$ cat src/rtl/fsg_pkg.sv
package fsg_pkg;
  localparam int STAT_W     = 8;
  localparam int TOGGLE_BIT = 6;
  localparam int POLL_BIT   = 7;

  typedef enum logic [1:0] {
    OP_NONE = 2'd0,
    OP_PROG = 2'd1,
    OP_SECT = 2'd2,
    OP_CHIP = 2'd3
  } fsg_op_e;
endpackage

$ cat src/rtl/fsg_rd_edge.sv
module fsg_rd_edge (
  input  logic clk,
  input  logic rst,
  input  logic rd_i,
  output logic rd_evt_o
);
  logic rd_q;

  always_ff @(posedge clk) begin
    if (rst) rd_q <= 1'b0;
    else     rd_q <= rd_i;
  end

  assign rd_evt_o = rd_i & ~rd_q;

  // A held strobe gives one event only
  assert_single_event_R3: assert property (@(posedge clk) disable iff (rst)
    rd_evt_o |=> !rd_evt_o);
endmodule

$ cat src/rtl/fsg_erase_timer.sv
module fsg_erase_timer #(
  parameter int SECT_CYCLES = 1000,
  parameter int CHIP_MULT   = 10
) (
  input  logic            clk,
  input  logic            rst,
  input  fsg_pkg::fsg_op_e op_i,
  output logic            busy_o,
  output logic            expire_o,
  output logic            done_o
);
  import fsg_pkg::*;

  localparam int CHIP_CYCLES = SECT_CYCLES * CHIP_MULT;
  localparam int CNT_W       = $clog2(CHIP_CYCLES + 1);
  localparam logic [CNT_W-1:0] SECT_LOAD = CNT_W'(SECT_CYCLES - 1);
  localparam logic [CNT_W-1:0] CHIP_LOAD = CNT_W'(CHIP_CYCLES - 1);

  logic [CNT_W-1:0] cnt_q;
  logic             busy_q;
  logic             done_q;

  assign expire_o = busy_q && (cnt_q == '0);

  always_ff @(posedge clk) begin
    if (rst) begin
      cnt_q  <= '0;
      busy_q <= 1'b0;
      done_q <= 1'b0;
    end else begin
      done_q <= expire_o;
      if (busy_q) begin
        if (cnt_q == '0) busy_q <= 1'b0;
        else             cnt_q  <= cnt_q - 1'b1;
      end else if (op_i == OP_SECT) begin
        cnt_q  <= SECT_LOAD;
        busy_q <= 1'b1;
      end else if (op_i == OP_CHIP) begin
        cnt_q  <= CHIP_LOAD;
        busy_q <= 1'b1;
      end
    end
  end

  assign busy_o = busy_q;
  assign done_o = done_q;

  assert_count_steady_R8: assert property (@(posedge clk) disable iff (rst)
    (busy_q && cnt_q != '0) |=> (busy_q && cnt_q == $past(cnt_q) - 1'b1));
  assert_done_one_cycle_R7: assert property (@(posedge clk) disable iff (rst)
    done_q |=> !done_q);
  assert_busy_end_done_R6: assert property (@(posedge clk) disable iff (rst)
    $fell(busy_q) |-> done_q);
endmodule

$ cat src/rtl/fsg_status_reg.sv
module fsg_status_reg (
  input  logic                       clk,
  input  logic                       rst,
  input  fsg_pkg::fsg_op_e           op_i,
  input  logic [fsg_pkg::STAT_W-1:0] data_i,
  input  logic                       rd_evt_i,
  input  logic                       expire_i,
  output logic [fsg_pkg::STAT_W-1:0] status_o,
  output logic [fsg_pkg::STAT_W-1:0] rd_data_o
);
  import fsg_pkg::*;

  localparam logic [STAT_W-1:0] POLL_MASK = STAT_W'(1) << POLL_BIT;

  logic [STAT_W-1:0] stat_q;
  logic [STAT_W-1:0] rd_q;
  logic [STAT_W-1:0] flip_mask;

  always_comb begin
    flip_mask = '0;
    flip_mask[TOGGLE_BIT] = rd_evt_i;
    flip_mask[POLL_BIT]   = expire_i;
  end

  always_ff @(posedge clk) begin
    if (rst) begin
      stat_q <= '0;
      rd_q   <= '0;
    end else begin
      if (rd_evt_i) rd_q <= stat_q;
      case (op_i)
        OP_PROG:          stat_q <= ~(data_i & POLL_MASK);
        OP_SECT, OP_CHIP: stat_q <= '0;
        default:          stat_q <= stat_q ^ flip_mask;
      endcase
    end
  end

  assign status_o  = stat_q;
  assign rd_data_o = rd_q;

  assert_toggle_on_read_R2: assert property (@(posedge clk) disable iff (rst)
    (op_i == OP_NONE && rd_evt_i) |=> (stat_q[TOGGLE_BIT] != $past(stat_q[TOGGLE_BIT])));
  assert_quiet_stable_R3: assert property (@(posedge clk) disable iff (rst)
    (op_i == OP_NONE && !rd_evt_i && !expire_i) |=> $stable(stat_q));
  assert_prog_status_R4: assert property (@(posedge clk) disable iff (rst)
    (op_i == OP_PROG) |=> (stat_q[TOGGLE_BIT] && stat_q[POLL_BIT] == !$past(data_i[POLL_BIT])));
  assert_erase_clear_R5: assert property (@(posedge clk) disable iff (rst)
    (op_i == OP_SECT || op_i == OP_CHIP) |=> (stat_q == '0));
  assert_poll_flip_R7: assert property (@(posedge clk) disable iff (rst)
    (op_i == OP_NONE && expire_i) |=> (stat_q[POLL_BIT] != $past(stat_q[POLL_BIT])));
endmodule

$ cat src/rtl/flash_op_status.sv
module flash_op_status #(
  parameter int SECT_CYCLES = 1000,
  parameter int CHIP_MULT   = 10
) (
  input  logic       clk,
  input  logic       rst,
  input  logic       prog_start_i,
  input  logic [7:0] prog_data_i,
  input  logic       sect_erase_i,
  input  logic       chip_erase_i,
  input  logic       stat_rd_i,
  output logic [7:0] status_o,
  output logic [7:0] rd_data_o,
  output logic       busy_o,
  output logic       done_o
);
  import fsg_pkg::*;

  fsg_op_e op;
  logic    rd_evt;
  logic    expire;
  logic    busy;

  // Accept a start only when idle; chip > sector > program
  always_comb begin
    op = OP_NONE;
    if (!busy) begin
      if (chip_erase_i)      op = OP_CHIP;
      else if (sect_erase_i) op = OP_SECT;
      else if (prog_start_i) op = OP_PROG;
    end
  end

  fsg_rd_edge u_rd_edge (
    .clk      (clk),
    .rst      (rst),
    .rd_i     (stat_rd_i),
    .rd_evt_o (rd_evt)
  );

  fsg_erase_timer #(
    .SECT_CYCLES (SECT_CYCLES),
    .CHIP_MULT   (CHIP_MULT)
  ) u_timer (
    .clk      (clk),
    .rst      (rst),
    .op_i     (op),
    .busy_o   (busy),
    .expire_o (expire),
    .done_o   (done_o)
  );

  fsg_status_reg u_status (
    .clk       (clk),
    .rst       (rst),
    .op_i      (op),
    .data_i    (prog_data_i),
    .rd_evt_i  (rd_evt),
    .expire_i  (expire),
    .status_o  (status_o),
    .rd_data_o (rd_data_o)
  );

  assign busy_o = busy;

  assert_no_start_busy_R8: assert property (@(posedge clk) disable iff (rst)
    (busy && (prog_start_i || sect_erase_i)) |=> $stable(status_o) || $past(rd_evt) || $past(expire));
endmodule

$ cat config.mk
export PLATFORM = sky130hd
export DESIGN_NAME = flash_op_status
export DESIGN_NICKNAME = d
export VERILOG_FILES = /design/src/rtl/fsg_pkg.sv /design/src/rtl/fsg_rd_edge.sv /design/src/rtl/fsg_erase_timer.sv /design/src/rtl/fsg_status_reg.sv /design/src/rtl/flash_op_status.sv
export SDC_FILE = /design/constraint.sdc
export NUM_CORES = 1
export LEC_CHECK = 0
export BUFFER_PORTS_ARGS = -buffer_cell sky130_fd_sc_hd__buf_2
export CAP_MARGIN = 20
export CORE_MARGIN = 1
export CORE_UTILIZATION = 49
export CTS_CLUSTER_SIZE = 24
export DETAILED_ROUTE_END_ITERATION = 8
export PLACE_DENSITY_LB_ADDON = 0.12
export SYNTH_ARGS = -nofsm -noshare
export SYNTH_HDL_FRONTEND = slang
export SYNTH_SLANG_ARGS = --single-unit
$ cat constraint.sdc
create_clock -name clk -period 3 [get_ports clk]
set_input_delay 0.3 -clock clk [delete_from_list [all_inputs] [get_ports clk]]
set_output_delay 0.3 -clock clk [all_outputs]
set_load 0.02 [all_outputs]
==> results.md, run 1 <==
* Area growth, synth to finish at 4.66%
* Final Worst Setup Slack at 0.784 ns
* ANT cells at 0
* Die span in x at about 54 um
* Most frequent cell after synthesis: dfxtp_1
* Yosys top cell area share at a little over a third
* H-tree depth at 1
* Vias/cell at a little under 6
* Synth warn at 0
* Total grt overflow at 0
* DR iter-0 viols at 23
* WP data arrival at around 2.5 ns
* Num rows at 18
* Crit-path max FO at 20
* DIE AREA at 2900 um2
* Hold Slack at around 0.21 ns
* Final core utilization at 55.1%
* Cell taking the most area after synthesis: dfxtp_1
* CP endpoint kind: flop
* Post-synthesis sequential area ratio at approximately a third
* All-Layer GR Usage at a little over a fifth
* Pin count of the biggest net entering global routing at 21
* DR WL/cell at between 10 and 15 um
* Clock Latency Late Sink at roughly 0.31 ns
* Fill cells at 250
* Crit-path leading delay family: simple AND/OR/NAND/NOR gates
* Number of CTS-inserted buffers at 3
* Post-synth EDFFs at 0
* Hold WC Path Type: in -> reg
* Pins Over Slew Limit at 0
* Layout cell share with drive strength beyond 1 at between 20% and 30%
* Crit path launch type: flop
* Final antenna-violating net count at 0
* Post-Layout Cell Count at 191
* Worst IR Drop VDD at 0.316 mV
* Clock buffer depth at 2
* Post-synth ARST share at 0%
* NumNets Final at 178
* Static leakage at roughly 0.57 nW
* Slowest cell on the critical path: and4_1
* Number of max-cap violations at 0
* Worst Tran Pin Value at around 0.7 ns
* Clk_skew at between 0.004 and 0.005 ns
* Final setup fails at 0
* Total core area at about 2500 um2
* Most common library cells after synthesis: dfxtp_1 (23), nor2_1 (18), a21oi_1 (10), buf_4 (10), o31ai_1 (10)
* Syn Area/Cell at ~8.8 um2
* Critical path class: reg -> reg
* PD cells at 483 nW/um2
* Post-Syn Instances at 150
* WL final at between 2000 and 3000 um
* Number of port buffers at 24
* First-pass GRT wire length at around 4600 um
* Iteration count of the initial detailed-routing pass at 4
* Top cells by area, synth: dfxtp_1 (35%), buf_4 (5.7%), o31ai_1 (5.7%), nor2_1 (5.1%), a21oi_1 (3.8%)
* Sequential standard cell area at ~460 um2
* Hold buffers post-CTS at 0
* Initial core utilization at between 50% and 60%
* DRC at 0
* DR vias at around 1100
* CTS tree: yes
* Placed Instances at around 190
* Place WS at about 0.85 ns
* #FFs+latches synth at 23
* Post-DP HPWL at around 1900 um
* Mapped Area at around 1300 um2
* Unique cell type count in the Yosys netlist at 47
* Vias in the first global route at 969
* IO Pins at 32
* Headroom to the max-slew limit at between 50% and 60%
* Clock sinks at 23
* Syn nets at 166
* Worst EP required at between 3 and 4 ns
* Max stage delay on crit path at around 0.7 ns
* Initial antenna violation count at 0
* Unrepaired setup endpoints after global routing: false
* GP Congestion at between 0.8 and 0.9
* Fmax at 451 MHz
* Setup repair bufs after CTS at 0
* Buffers and inverters on the worst path at 0
* CTS root buf: clkbuf_4
* Final count of hold timing violations at 0
* Top_reg_cell synth: dfxtp_1
* Tmin final at between 2 and 2.5 ns
* # resized after CTS at 0
* Setup_tns at 0 ns
* CTS clk-pin slew, worst paths at about 0.13 ns
* Cell breakdown of the critical path: nor4b_2, and4_1, nor2_1, a211oi_1
* Multi-input gate area at about 700 um2
* Status: completed
* Tcrit/Tclk final at between 70% and 80%
* Die Y-Extent at approximately 54 um
## registers in the layout (all words and copies together) (netlist names)
| name | flops |
|---|---|
| u_rd_edge.rd_q | 1 |
| u_status.rd_data_o | 3 |
| u_status.status_o | 3 |
| u_timer.busy_o | 1 |
| u_timer.cnt_q | 14 |
| u_timer.done_o | 1 |
## worst paths after layout
| check | startpoint | to | slack (ns) | cells after the start |
|---|---|---|---|---|
| setup / recovery | u_timer.busy_o$_SDFF_PP0_ | u_timer.cnt_q[0]$_SDFFE_PP0P_ | 0.78 | 4 |
| hold / removal | stat_rd_i | u_rd_edge.rd_q$_SDFF_PP0_ | 0.21 | 2 |
| setup reg to reg | u_timer.busy_o$_SDFF_PP0_ | u_timer.cnt_q[0]$_SDFFE_PP0P_ | 0.78 | 4 |
| hold reg to reg | u_timer.cnt_q[13]$_SDFFE_PP0P_ | u_timer.cnt_q[13]$_SDFFE_PP0P_ | 0.49 | 2 |
## cells in the final DEF, fill, tap and decap left out, drive strengths merged, types with 3 or more instances in the layout
cell    count
clkbuf      4
nor4        3
nand4       4
or4         7
nand2       5
nor2b       4
dfxtp      23
nor3        3
buf        25
a31oi       5
nor2       18
a21oi      10
inv         5
mux2i       3
o31ai      11
o21ai       3
## power breakdown
group          internal, mW  switching (mW)  total (mW)
Clock                0.0518          0.0914       0.143
Sequential            0.328          0.0310       0.359
Combinational        0.0657          0.0971       0.163
Total                 0.446           0.220       0.666
## logic make-up after synthesis
kind of cell	share of synthesized area [%]
simple gates	27.3
compound gates	20.6
buf+inv	11.6
flops	35.0
mux	2.28
xor+xnor	1.33
fa+ha+maj	1.90
## final cells by class
type                       instances  area share, %
sequential                        23           33.4
timing repair buffer              25           9.26
clock buffer                       4           1.91
multi-input combinational        103           51.0
inverter                           6           1.63
tap                               30           2.72
## worst register-to-register path, stage by stage (launching register included)
cell,delay (ns)
dfxtp_1,0.59
nor4b_2,0.43
and4_1,0.72
nor2_1,0.15
a211oi_1,0.26
## per-stage QoR
stage / area [um2] / total power, mW
global placement: 1350 / 0.521
floorplan: 1320 / 0.494
detailed placement: 1350 / 0.528
global route: 1380 / 0.707
CTS: 1380 / 0.669
finish: 1380 / 0.666
## per-layer routing
metal / part of all wire, % / up-vias / GRT usage [%]
li1: - / 570 / -
met1: 51 / 520 / 32.3
met2: 43 / 35 / 32.1
met3: 4.7 / 4 / 3.39
met4: 1.1 / 0 / 6.58
met5: 0 / - / 0
No activity file was read; power rests on OpenSTA's default activity.
==> inputs of run 2 (changes only) <==
--- a/config.mk
+++ b/config.mk
@@ -5,10 +5,11 @@
 export SDC_FILE = /design/constraint.sdc
 export NUM_CORES = 1
 export LEC_CHECK = 0
+export ABC_AREA = 1
 export BUFFER_PORTS_ARGS = -buffer_cell sky130_fd_sc_hd__buf_2
 export CAP_MARGIN = 20
 export CORE_MARGIN = 1
-export CORE_UTILIZATION = 49
+export CORE_UTILIZATION = 47
 export CTS_CLUSTER_SIZE = 24
 export DETAILED_ROUTE_END_ITERATION = 8
 export PLACE_DENSITY_LB_ADDON = 0.12
==> constraint.sdc (replaced) <==
create_clock -name clk -period 1.9 [get_ports clk]
set_input_delay 0.19 -clock clk [delete_from_list [all_inputs] [get_ports clk]]
set_output_delay 0.19 -clock clk [all_outputs]
set_load 0.02 [all_outputs]
==> run 2 against run 1 <==
Effect of this change: area after synthesis grew 1.6%; synthesized cell count up 27%; core utilization grew 0.16 points; routed wire length rose by 5.2%; fmax grew 39%; sequential cell count is the same; clock power grew 63%; clock-buffer cell count is 1 lower; global-route usage down 3.2 points; design area increased by 3.9%; non-clock buffer count unchanged; critical endpoint is now u_timer.cnt_q[4]$_SDFFE_PP0P_.
==> results.md, run 2 <==
* PD cells at 788 nW/um2 (+63%)
* Syn nets at 206 (+24%)
* Tmin final at 1.60 ns (-0.617 ns)
* Clock sinks at 23 (unchanged)
* Crit-path max FO at 14 (-30%)
* Top_reg_cell synth: dfxtp_1
* Pins Over Slew Limit at 0 (unchanged)
* Initial antenna violation count at 0 (unchanged)
* Hold-critical path depth at 3 (+1)
* ANT cells at 0 (unchanged)
* Unrepaired setup endpoints after global routing: false
* DRC at 0 (unchanged)
* H-tree depth at 1 (unchanged)
* Top cells by area, synth: dfxtp_1 (34%), nand2_1 (10%), inv_1 (6.7%), a21oi_1 (6.4%), nor2_1 (6.2%)
* Syn Area/Cell at 7.04 um2 (-20%)
* DIE AREA at 3060 um2 (+5.7%)
* Area growth, synth to finish at 7.02%
* DR WL/cell at 12.1 um (-15%)
* Max reg flops at 14 (unchanged)
* Number of port buffers at 24 (unchanged)
* Final setup fails at 0 (unchanged)
* Post-synth EDFFs at 0 (unchanged)
* Commonest non-fill, non-tap cell in the layout: nand2_1
* Final Worst Setup Slack at 0.301 ns (-0.483 ns)
* # resized after CTS at 0 (unchanged)
* CP endpoint kind: flop
* Multi-input gate area at 684 um2 (-2.7%)
* First-pass GRT wire length at 4620 um (+1.2%)
* All-Layer GR Usage at 18.7% (-3.2 points)
* Hold buffers post-CTS at 0 (unchanged)
* Most frequent cell after synthesis: nand2_1
* Crit path launch type: flop
* DR iter-0 viols at 30 (+30%)
* Clk_skew at 0.00784 ns (+0.00365 ns)
* Static leakage at 0.717 nW (+25%)
* CTS clk-pin slew, worst paths at 0.14 ns (about the same)
* Worst IR Drop VDD at 0.417 mV (+32%)
* Hold WC Path Type: in -> reg
* Layout cell share with drive strength beyond 1 at 22.4% (-1.2 points)
* Headroom to the max-slew limit at 73.5% (+19 points)
* Worst Tran Pin Value at 0.397 ns (-0.286 ns)
* Status: completed
* DR vias at 1208 (+7.0%)
* Setup_tns at 0 ns (unchanged)
* #FFs+latches synth at 23 (unchanged)
* Setup repair bufs after CTS at 0 (unchanged)
* Final Power at 1.13 mW (+69%)
* Most frequent cells in the layout: nand2_1 (37), inv_1 (24), buf_2 (24)
* WL final at 2830 um (+5.2%)
* Top reg by flops: u_timer.cnt_q
* Number of max-cap violations at 0 (unchanged)
* Reg2reg path depth at 8 (+4)
* NumNets Final at 222 (+25%)
* Final count of hold timing violations at 0 (unchanged)
* Synth warn at 0 (unchanged)
* Placed Instances at 231 (+24%)
* Post-synthesis sequential area ratio at 34.4% (-0.56 points)
* Pin count of the biggest net entering global routing at 15 (-29%)
* GP Congestion at 0.813 (-8.7%)
* Worst EP required at 2.12 ns (-1.11 ns)
* Final antenna-violating net count at 0 (unchanged)
* Total grt overflow at 0 (unchanged)
* CTS root buf: clkbuf_4
* Post-DP HPWL at 2150 um (+13%)
* Critical path class: reg -> reg
* Final Cell Area at 1430 um2 (+3.9%)
* Total core area at 2590 um2 (+3.6%)
* Num rows at 18 (unchanged)
* Yosys top cell area share at 34.4% (-0.56 points)
* Clock Latency Late Sink at 0.32 ns (about the same)
* WP data arrival at 1.82 ns (-0.63 ns)
* CTS tree: yes
* Fill cells at 249 (-0.40%)
* Tcrit/Tclk final at 84.2% (+10 points)
* Unique cell type count in the Yosys netlist at 28 (-40%)
* Mapped Area at 1340 um2 (+1.6%)
* Die Y-Extent at 55.3 um (+2.8%)
* Post-synth ARST share at 0% (unchanged)
* Place WS at 0.329 ns (-0.517 ns)
* Die span in x at 55.3 um (+2.8%)
* Most common library cells after synthesis: nand2_1 (37), inv_1 (24), dfxtp_1 (23)
* Fmax at 625 MHz (+39%)
* Number of CTS-inserted buffers at 3 (unchanged)
* Cell taking the most area after synthesis: dfxtp_1
* Post-Layout Cell Count at 235 (+23%)
* Sequential standard cell area at 460 um2 (unchanged)
* Post-Syn Instances at 190 (+27%)
* IO Pins at 32 (unchanged)
* Placed inst area at 1400 um2 (+3.9%)
* Vias/cell at 5.14 (-13%)
* Initial core utilization at 51.6% (-1.0 points)
* Clock buffer depth at 2 (unchanged)
* Iteration count of the initial detailed-routing pass at 4 (unchanged)
* Vias in the first global route at 1041 (+7.4%)
run 2: cell types whose count changed after synthesis, moves of 5 or more:
cell,change
nor2_2,+5
a31oi_1,-5
o31ai_1,-9
a21oi_1,+7
o21ai_0,+10
or4_1,-6
inv_1,+19
nand2_1,+32
run 2: path summary, 6_finish.rpt:
check	startpoint	to	slack (ns)
worst max-delay path	u_timer.cnt_q[0]$_SDFFE_PP0P_	u_timer.cnt_q[4]$_SDFFE_PP0P_	0.30
worst min-delay path	stat_rd_i	u_rd_edge.rd_q$_SDFF_PP0_	0.09
worst max register to register	u_timer.cnt_q[0]$_SDFFE_PP0P_	u_timer.cnt_q[4]$_SDFFE_PP0P_	0.30
worst min register to register	u_status.status_o[6]$_SDFF_PP0_	u_status.rd_data_o[6]$_SDFFE_PP0P_	0.50
run 2: worst max-delay path, stage by stage (launching register included):
cell	delay [ns]
dfxtp_1	0.41
inv_1	0.08
ha_1	0.19
nand3_1	0.14
nor2_4	0.07
a21oi_4	0.36
nand3_1	0.11
nand2_1	0.10
nor2_2	0.03
run 2: final cells by class:
type / count / share of cell area [%]
repair buffers: 25 / 8.92
multi-input cells: 128 / 47.8
clock inverters: 1 / 0.350
flip-flops and latches: 23 / 32.2
well taps: 30 / 2.62
inverters: 25 / 6.56
clock buffers: 3 / 1.57
run 2: where the power goes:
| part | switching, mW | internal (mW) |
|---|---|---|
| combinational | 0.217 | 0.109 |
| sequential | 0.0453 | 0.523 |
| clock | 0.154 | 0.0787 |
| total | 0.416 | 0.712 |
run 2: cells by family after synthesis:
kind of cell	Yosys count	synth area share (%)
buffers and inverters	39	14.4
AO/OA/AOI/OAI	39	16.4
AND/OR/NAND/NOR	84	31.0
adder cells (fa/ha/maj)	2	1.87
XOR/XNOR	3	1.96
flip-flops	23	34.4
run 2: per-layer routing:
metal / track usage, % / routed length, um
met5: 0 / 0
met3: 2.11 / 145
met4: 4.29 / 20
met2: 29.8 / 1290
met1: 27.1 / 1380
run 2: metrics by stage:
stage / utilization [%] / hold slack, ns
3_3_place_gp: 54.2 / 0.409
5_1_grt: 55.3 / 0.0768
4_1_cts: 55.3 / 0.0740
2_1_floorplan: - / 0.315
3_5_place_dp: 54.2 / 0.420
6_report: 55.3 / 0.0896
